`src/rtl/sfs_pkg.sv`:
```
package sfs_pkg;

    typedef enum logic [1:0] {
        PH_IDLE = 2'd0,
        PH_INIT = 2'd1,
        PH_SCAN = 2'd2,
        PH_SUST = 2'd3
    } sfs_phase_e;

    // Index width that never collapses to zero bits.
    function automatic int idx_bits(input int n);
        return (n > 1) ? $clog2(n) : 1;
    endfunction

    // Counter width able to hold (largest interval - 1).
    function automatic int cnt_bits(input int a, input int b, input int c);
        int m;
        m = a;
        if (b > m) m = b;
        if (c > m) m = c;
        return (m > 1) ? $clog2(m) : 1;
    endfunction

    // Sustain length of the largest subfield.
    function automatic int top_sustain(input int unit, input int nsf);
        return unit << (nsf - 1);
    endfunction

endpackage

```
`src/rtl/sfs_interval_timer.sv`:
```
module sfs_interval_timer #(
    parameter int CNT_W = 8
) (
    input  logic             clk,
    input  logic             rst,
    input  logic             load,
    input  logic [CNT_W-1:0] load_val,
    output logic             zero
);
    logic [CNT_W-1:0] cnt_q;

    always_ff @(posedge clk) begin
        if (rst)               cnt_q <= '0;
        else if (load)         cnt_q <= load_val;
        else if (cnt_q != '0)  cnt_q <= cnt_q - 1'b1;
    end

    assign zero = (cnt_q == '0);

    AST_TMR_DECREMENT: assert property (@(posedge clk) disable iff (rst)
        (!load && cnt_q != '0) |=> cnt_q == $past(cnt_q) - 1'b1);
    AST_TMR_REST_AT_ZERO: assert property (@(posedge clk) disable iff (rst)
        (!load && cnt_q == '0) |=> cnt_q == '0);

endmodule

```
`src/rtl/sfs_line_decode.sv`:
```
module sfs_line_decode #(
    parameter int NUM_LINES = 480,
    parameter int LINE_W    = 9
) (
    input  logic              en,
    input  logic [LINE_W-1:0] idx,
    output logic [NUM_LINES-1:0] sel
);
    for (genvar i = 0; i < NUM_LINES; i++) begin : g_line
        assign sel[i] = en && (idx == LINE_W'(i));
    end
endmodule

```
`src/rtl/sfs_phase_fsm.sv`:
```
module sfs_phase_fsm
    import sfs_pkg::*;
#(
    parameter int NUM_LINES = 480,
    parameter int NUM_SF    = 8,
    parameter int LINE_CYC  = 100,
    parameter int INIT_CYC  = 500,
    parameter int SUST_UNIT = 100,
    parameter int LINE_W    = 9,
    parameter int SF_W      = 3,
    parameter int CNT_W     = 14
) (
    input  logic              clk,
    input  logic              rst,
    input  logic              frame_start,
    input  logic              tmr_zero,
    output logic              tmr_load,
    output logic [CNT_W-1:0]  tmr_val,
    output sfs_phase_e        phase_q,
    output logic [LINE_W-1:0] line_q,
    output logic [SF_W-1:0]   sf_q,
    output logic              phase_start_q,
    output logic              line_start_q
);
    localparam logic [LINE_W-1:0] LAST_LINE = LINE_W'(NUM_LINES - 1);
    localparam logic [SF_W-1:0]   LAST_SF   = SF_W'(NUM_SF - 1);
    localparam logic [CNT_W-1:0]  INIT_M1   = CNT_W'(INIT_CYC - 1);
    localparam logic [CNT_W-1:0]  LINE_M1   = CNT_W'(LINE_CYC - 1);

    sfs_phase_e        phase_d;
    logic [LINE_W-1:0] line_d;
    logic [SF_W-1:0]   sf_d;
    logic              ps_d, ls_d;
    logic [CNT_W-1:0]  sust_m1;

    assign sust_m1 = (CNT_W'(SUST_UNIT) << sf_q) - CNT_W'(1);

    always_comb begin
        phase_d  = phase_q;
        line_d   = line_q;
        sf_d     = sf_q;
        ps_d     = 1'b0;
        ls_d     = 1'b0;
        tmr_load = 1'b0;
        tmr_val  = '0;
        unique case (phase_q)
            PH_IDLE: begin
                if (frame_start) begin
                    phase_d  = PH_INIT;
                    sf_d     = '0;
                    ps_d     = 1'b1;
                    tmr_load = 1'b1;
                    tmr_val  = INIT_M1;
                end
            end
            PH_INIT: begin
                if (tmr_zero) begin
                    phase_d  = PH_SCAN;
                    line_d   = '0;
                    ps_d     = 1'b1;
                    ls_d     = 1'b1;
                    tmr_load = 1'b1;
                    tmr_val  = LINE_M1;
                end
            end
            PH_SCAN: begin
                if (tmr_zero) begin
                    tmr_load = 1'b1;
                    if (line_q == LAST_LINE) begin
                        phase_d = PH_SUST;
                        ps_d    = 1'b1;
                        tmr_val = sust_m1;
                    end else begin
                        line_d  = line_q + 1'b1;
                        ls_d    = 1'b1;
                        tmr_val = LINE_M1;
                    end
                end
            end
            PH_SUST: begin
                if (tmr_zero) begin
                    if (sf_q == LAST_SF) begin
                        phase_d = PH_IDLE;
                        sf_d    = '0;
                    end else begin
                        phase_d  = PH_INIT;
                        sf_d     = sf_q + 1'b1;
                        ps_d     = 1'b1;
                        tmr_load = 1'b1;
                        tmr_val  = INIT_M1;
                    end
                end
            end
            default: phase_d = PH_IDLE;
        endcase
    end

    always_ff @(posedge clk) begin
        if (rst) begin
            phase_q       <= PH_IDLE;
            line_q        <= '0;
            sf_q          <= '0;
            phase_start_q <= 1'b0;
            line_start_q  <= 1'b0;
        end else begin
            phase_q       <= phase_d;
            line_q        <= line_d;
            sf_q          <= sf_d;
            phase_start_q <= ps_d;
            line_start_q  <= ls_d;
        end
    end

    AST_SCAN_AFTER_INIT: assert property (@(posedge clk) disable iff (rst)
        (phase_start_q && phase_q == PH_SCAN) |-> $past(phase_q) == PH_INIT);
    AST_SUST_AFTER_SCAN: assert property (@(posedge clk) disable iff (rst)
        (phase_start_q && phase_q == PH_SUST) |-> $past(phase_q) == PH_SCAN);
    AST_INIT_ENTRY: assert property (@(posedge clk) disable iff (rst)
        (phase_start_q && phase_q == PH_INIT) |->
        ($past(phase_q) == PH_IDLE || $past(phase_q) == PH_SUST));
    AST_LINE_STEP: assert property (@(posedge clk) disable iff (rst)
        (line_start_q && !phase_start_q) |-> line_q == $past(line_q) + 1'b1);
    AST_SF_HOLD: assert property (@(posedge clk) disable iff (rst)
        (!(phase_start_q && phase_q == PH_INIT) && phase_q != PH_IDLE) |-> $stable(sf_q));
    AST_BUSY_IGNORES_START: assert property (@(posedge clk) disable iff (rst)
        (phase_q != PH_IDLE && frame_start) |=>
        !(phase_start_q && phase_q == PH_INIT && sf_q == '0));

endmodule

```
`src/rtl/plasma_sf_seq.sv`:
```
module plasma_sf_seq
    import sfs_pkg::*;
#(
    parameter int NUM_LINES = 480,
    parameter int NUM_SF    = 8,
    parameter int LINE_CYC  = 100,
    parameter int INIT_CYC  = 500,
    parameter int SUST_UNIT = 100,
    localparam int LINE_W   = idx_bits(NUM_LINES),
    localparam int SF_W     = idx_bits(NUM_SF)
) (
    input  logic                 clk,
    input  logic                 rst,
    input  logic                 frame_start,
    output logic [1:0]           phase,
    output logic                 drive_all,
    output logic [NUM_LINES-1:0] line_sel,
    output logic [LINE_W-1:0]    line_idx,
    output logic                 line_start,
    output logic                 phase_start,
    output logic [SF_W-1:0]      sf_idx,
    output logic                 sustain_en
);
    localparam int CNT_W = cnt_bits(INIT_CYC, LINE_CYC, top_sustain(SUST_UNIT, NUM_SF));

    logic              tmr_load, tmr_zero;
    logic [CNT_W-1:0]  tmr_val;
    sfs_phase_e        phase_q;
    logic [LINE_W-1:0] line_q;
    logic [SF_W-1:0]   sf_q;
    logic              ps_q, ls_q;

    sfs_phase_fsm #(
        .NUM_LINES(NUM_LINES), .NUM_SF(NUM_SF), .LINE_CYC(LINE_CYC),
        .INIT_CYC(INIT_CYC), .SUST_UNIT(SUST_UNIT),
        .LINE_W(LINE_W), .SF_W(SF_W), .CNT_W(CNT_W)
    ) u_fsm (
        .clk(clk), .rst(rst), .frame_start(frame_start),
        .tmr_zero(tmr_zero), .tmr_load(tmr_load), .tmr_val(tmr_val),
        .phase_q(phase_q), .line_q(line_q), .sf_q(sf_q),
        .phase_start_q(ps_q), .line_start_q(ls_q)
    );

    sfs_interval_timer #(.CNT_W(CNT_W)) u_timer (
        .clk(clk), .rst(rst), .load(tmr_load), .load_val(tmr_val), .zero(tmr_zero)
    );

    sfs_line_decode #(.NUM_LINES(NUM_LINES), .LINE_W(LINE_W)) u_dec (
        .en(phase_q == PH_SCAN), .idx(line_q), .sel(line_sel)
    );

    assign phase       = phase_q;
    assign drive_all   = (phase_q == PH_INIT) || (phase_q == PH_SUST);
    assign line_idx    = line_q;
    assign line_start  = ls_q;
    assign phase_start = ps_q;
    assign sf_idx      = sf_q;
    assign sustain_en  = (phase_q == PH_SUST);

    AST_SEL_ONEHOT: assert property (@(posedge clk) disable iff (rst)
        (phase == 2'd2) |-> $countones(line_sel) == 1);
    AST_SEL_QUIET: assert property (@(posedge clk) disable iff (rst)
        (phase != 2'd2) |-> line_sel == '0);
    AST_SUST_ENTRY: assert property (@(posedge clk) disable iff (rst)
        $rose(sustain_en) |-> phase_start);
    AST_LINE_STROBE_SCAN: assert property (@(posedge clk) disable iff (rst)
        line_start |-> phase == 2'd2);

endmodule

```
`config.mk`:
```
export PLATFORM = sky130hd
export DESIGN_NAME = plasma_sf_seq
export DESIGN_NICKNAME = d
export VERILOG_FILES = /design/src/rtl/sfs_pkg.sv /design/src/rtl/sfs_interval_timer.sv /design/src/rtl/sfs_line_decode.sv /design/src/rtl/sfs_phase_fsm.sv /design/src/rtl/plasma_sf_seq.sv
export SDC_FILE = /design/constraint.sdc
export NUM_CORES = 1
export LEC_CHECK = 0
export BUFFER_PORTS_ARGS = -buffer_cell sky130_fd_sc_hd__clkbuf_2
export CORE_AREA = 3 3 192 194
export DETAILED_ROUTE_END_ITERATION = 10
export DIE_AREA = 0 0 195 197
export PLACE_DENSITY = 0.54
export SLEW_MARGIN = 10
export SYNTH_ARGS = -nofsm -noshare
export SYNTH_HDL_FRONTEND = slang
export SYNTH_HIERARCHICAL = 1
export SYNTH_SLANG_ARGS = --single-unit
```
`constraint.sdc`:
```
create_clock -name clk -period 3.3 [get_ports clk]
set_input_delay 0 -clock clk [delete_from_list [all_inputs] [get_ports clk]]
set_output_delay 0 -clock clk [all_outputs]
set_load 0.01 [all_outputs]
```
==> impl_metrics.toml <==
[outcome]
outcome = "completed"

[sta]
fin_setup_tns_ns = 0
fmax_ghz = 0.353
worstMarginPinSlew_ns = 1.13
drv_slew = 0
layout_worst_path_cycle_share_pct = 85.9
fin_skew_ns = 0.00853
min_period_ns = 2.83
rsz0062_at_grt = "false"
hold_slack_ns = 0.225
slew_headroom_pct = 24.5
timing.final.hold_violations = 0
finalSetupViolations = 0

[clocking]
ctsResizeCount = 0
cts_tree = "done"
path_clk_slew_ns = 0.05
h-tree-depth = 2
post-cts-setup-buffer-count = 0
clock_latency_ns = 0.28
root_buffer = "clkbuf_16"
holdBufCountCts = 0
cts.sinks = 30
cts.path.max_buffers = 2
cts_buffers = 5

[layout]
syn_to_final_growth_pct = 44.7
n_antenna_cell = 0
design_area_mm2 = 0.00910
nets = 1324
drive_above_1_share_pct = 54.0

[power]
comb_power_share_pct = 52.9
seqPwrFrac_pct = 26.7
p_int_uw = 1210
power_uw = 2240
switching_share_pct = 46.1
p_sw_uw = 1030
p_per_area_mw_per_mm2 = 246
p_leak_uw = 0.00351
ir_drop_mv = 0.300
pwr-share-clk_pct = 20.5

[floorplanning]
dieArea_mm2 = 0.0384
die_x_um = 195
rows = 69
die_y_um = 197
ioPinCount = 501
initial_utilization_pct = 17.8
core-area_mm2 = 0.0354

[logic_synthesis]
synth_area_per_cell_um2 = 6.68
synth_seq_cells = 30
syn_inst = 941
synth_edf_count = 0
syn_nets = 956
ys_types = 72
synth_flop_cell = "dfxtp_1"
synthArstFlopShare_pct = 0
synth_seq_area_share_pct = 9.55
yosys_warnings = 6
syn_area_mm2 = 0.00629

[routing]
drtAntennaViolNets = 0
wire_per_inst_um = 18.4
dr.pass1.iters = 5
drtIter0Drc = 495
drc = 0
via_per_inst = 4.82
vias = 8533
routed_wl_um = 32600

[setup_path]
r2r_start = "u_timer/cnt_q[0]$_SDFFE_PP0P_"
cp_max_fo = 55
regToRegSetupSlack_ns = 0.68
path_class = "reg2out"
required_ns = 3.30
reg2reg_depth = 11
start_kind = "flip-flop"
cp.arrival_ns = 2.83
cp-end-kind = "output pin"
r2r-end = "u_timer/cnt_q[2]$_SDFFE_PP0P_"

[place]
placed_cell_area_mm2 = 0.00895
gp_congestion = 0.870
hpwl_um = 23700
io_buffers = 500

[global_route]
grtUsageTotal_pct = 15.3
met2_usage_pct = 27.6
use_met1_pct = 19.5
gr-total-overflow = 0
first_global_vias = 7606
grt_pass1_wl_um = 47700
antenna_found_initial = 0
busiest_layer = "met2"
globalRouteMet3Util_pct = 2.02
grt_max_degree = 76

[worst_hold_path]
holdPathStages = 4
min_path_type = "in2reg"
hold_start = "frame_start"
whs_endpoint = "u_fsm/phase_start_q$_SDFF_PP0_"

[flow_run]
maxCapViolations = 0
-- cell type report --
type	instances	area, um2
sequential	30	601
timing repair buffer	538	2880
inverter	18	67.6
fill	3951	26300
tap	461	577
multi-input combinational	716	4830
clock buffer	7	143
clock inverter	1	5.00
-- Yosys cell counts, drive strengths merged, types with 9 or more instances --
library cell | number | area [um2]
o21ai | 12 | 60.1
nand2 | 24 | 90.1
dfxtp | 30 | 601
inv | 18 | 67.6
nor3 | 493 | 3110
nor2 | 26 | 97.6
nand4bb | 9 | 101
buf | 78 | 503
a21oi | 15 | 78.8
ha | 12 | 150
clkbuf | 97 | 364
-- power by group through the flow --
stage,clock [uW],combinational [uW],sequential [uW]
2_1_floorplan,0,948,568
5_1_grt,486,1280,607
6_report,458,1180,597
3_5_place_dp,0,1160,596
3_3_place_gp,0,1170,594
4_1_cts,469,1170,590
-- metal layers --
| metal | vias to the layer above | share of wire [%] |
|---|---|---|
| li1 | 4121 | - |
| met1 | 4043 | 42 |
| met2 | 344 | 50 |
| met3 | 25 | 6.1 |
| met4 | 0 | 1.9 |
| met5 | - | 0 |
-- metrics by stage --
stage                     cells  utilization, %  setup WS, ns
after floorplan             941               -         0.842
after CTS                  1771            25.7         0.523
final                      1771            25.7         0.466
after global placement     1763            25.3         0.789
after global routing       1771            25.7         0.300
after detailed placement   1763            25.3         0.696
-- cells by family (layout without fill, tap and decap cells) --
kind of cell / Yosys count / in the layout / synth area share, %
XOR/XNOR: 13 / 13 / 1.81
flip-flops: 30 / 30 / 9.55
adder cells (fa/ha/maj): 12 / 12 / 2.39
AND/OR/NAND/NOR: 624 / 624 / 62.8
AO/OA/AOI/OAI: 62 / 62 / 7.40
buffers and inverters: 195 / 564 / 15.2
multiplexers: 5 / 5 / 0.836
-- registers in the layout, summed over array words and instances (netlist names) --
register and count:
u_fsm/line_start_q 1, u_fsm/sf_q 3, u_fsm/line_q 9, u_timer/cnt_q 14, u_fsm/phase_start_q 1, u_fsm/phase_q 2
-- worst max-delay path, stage by stage, from the launching register on --
cell and delay, ns:
dfxtp_1 0.41, nor2b_1 0.19, buf_4 0.20, nand4bb_4 0.78, buf_4 0.50, nor3_2 0.19, clkbuf_2 0.17
-- how the worst max path moves through the flow --
stage / startpoint / endpoint / slack (ns) / cells after the start
after floorplan: u_timer/cnt_q[0]$_SDFFE_PP0P_ / u_timer/cnt_q[10]$_SDFFE_PP0P_ / 0.84 / 14
after global placement: u_timer/cnt_q[0]$_SDFFE_PP0P_ / u_timer/cnt_q[5]$_SDFFE_PP0P_ / 0.79 / 11
after detailed placement: u_timer/cnt_q[0]$_SDFFE_PP0P_ / u_timer/cnt_q[2]$_SDFFE_PP0P_ / 0.70 / 11
after CTS: u_fsm/line_q[5]$_SDFFE_PP0P_ / line_sel[170] / 0.52 / 4
after global routing: u_fsm/line_q[7]$_SDFFE_PP0P_ / line_sel[166] / 0.30 / 4
final: u_fsm/phase_q[1]$_SDFFE_PP0P_ / line_sel[41] / 0.47 / 6
-- placed cells by master (no fill, tap or decap), drive strengths merged, types with 9 or more instances in the layout --
| cell type | n |
|---|---|
| a21oi | 15 |
| buf | 38 |
| clkbuf | 507 |
| dfxtp | 30 |
| ha | 12 |
| inv | 18 |
| nand2 | 24 |
| nand4bb | 9 |
| nor2 | 26 |
| nor3 | 493 |
| o21ai | 12 |
(Power assumes the default switching activity.)
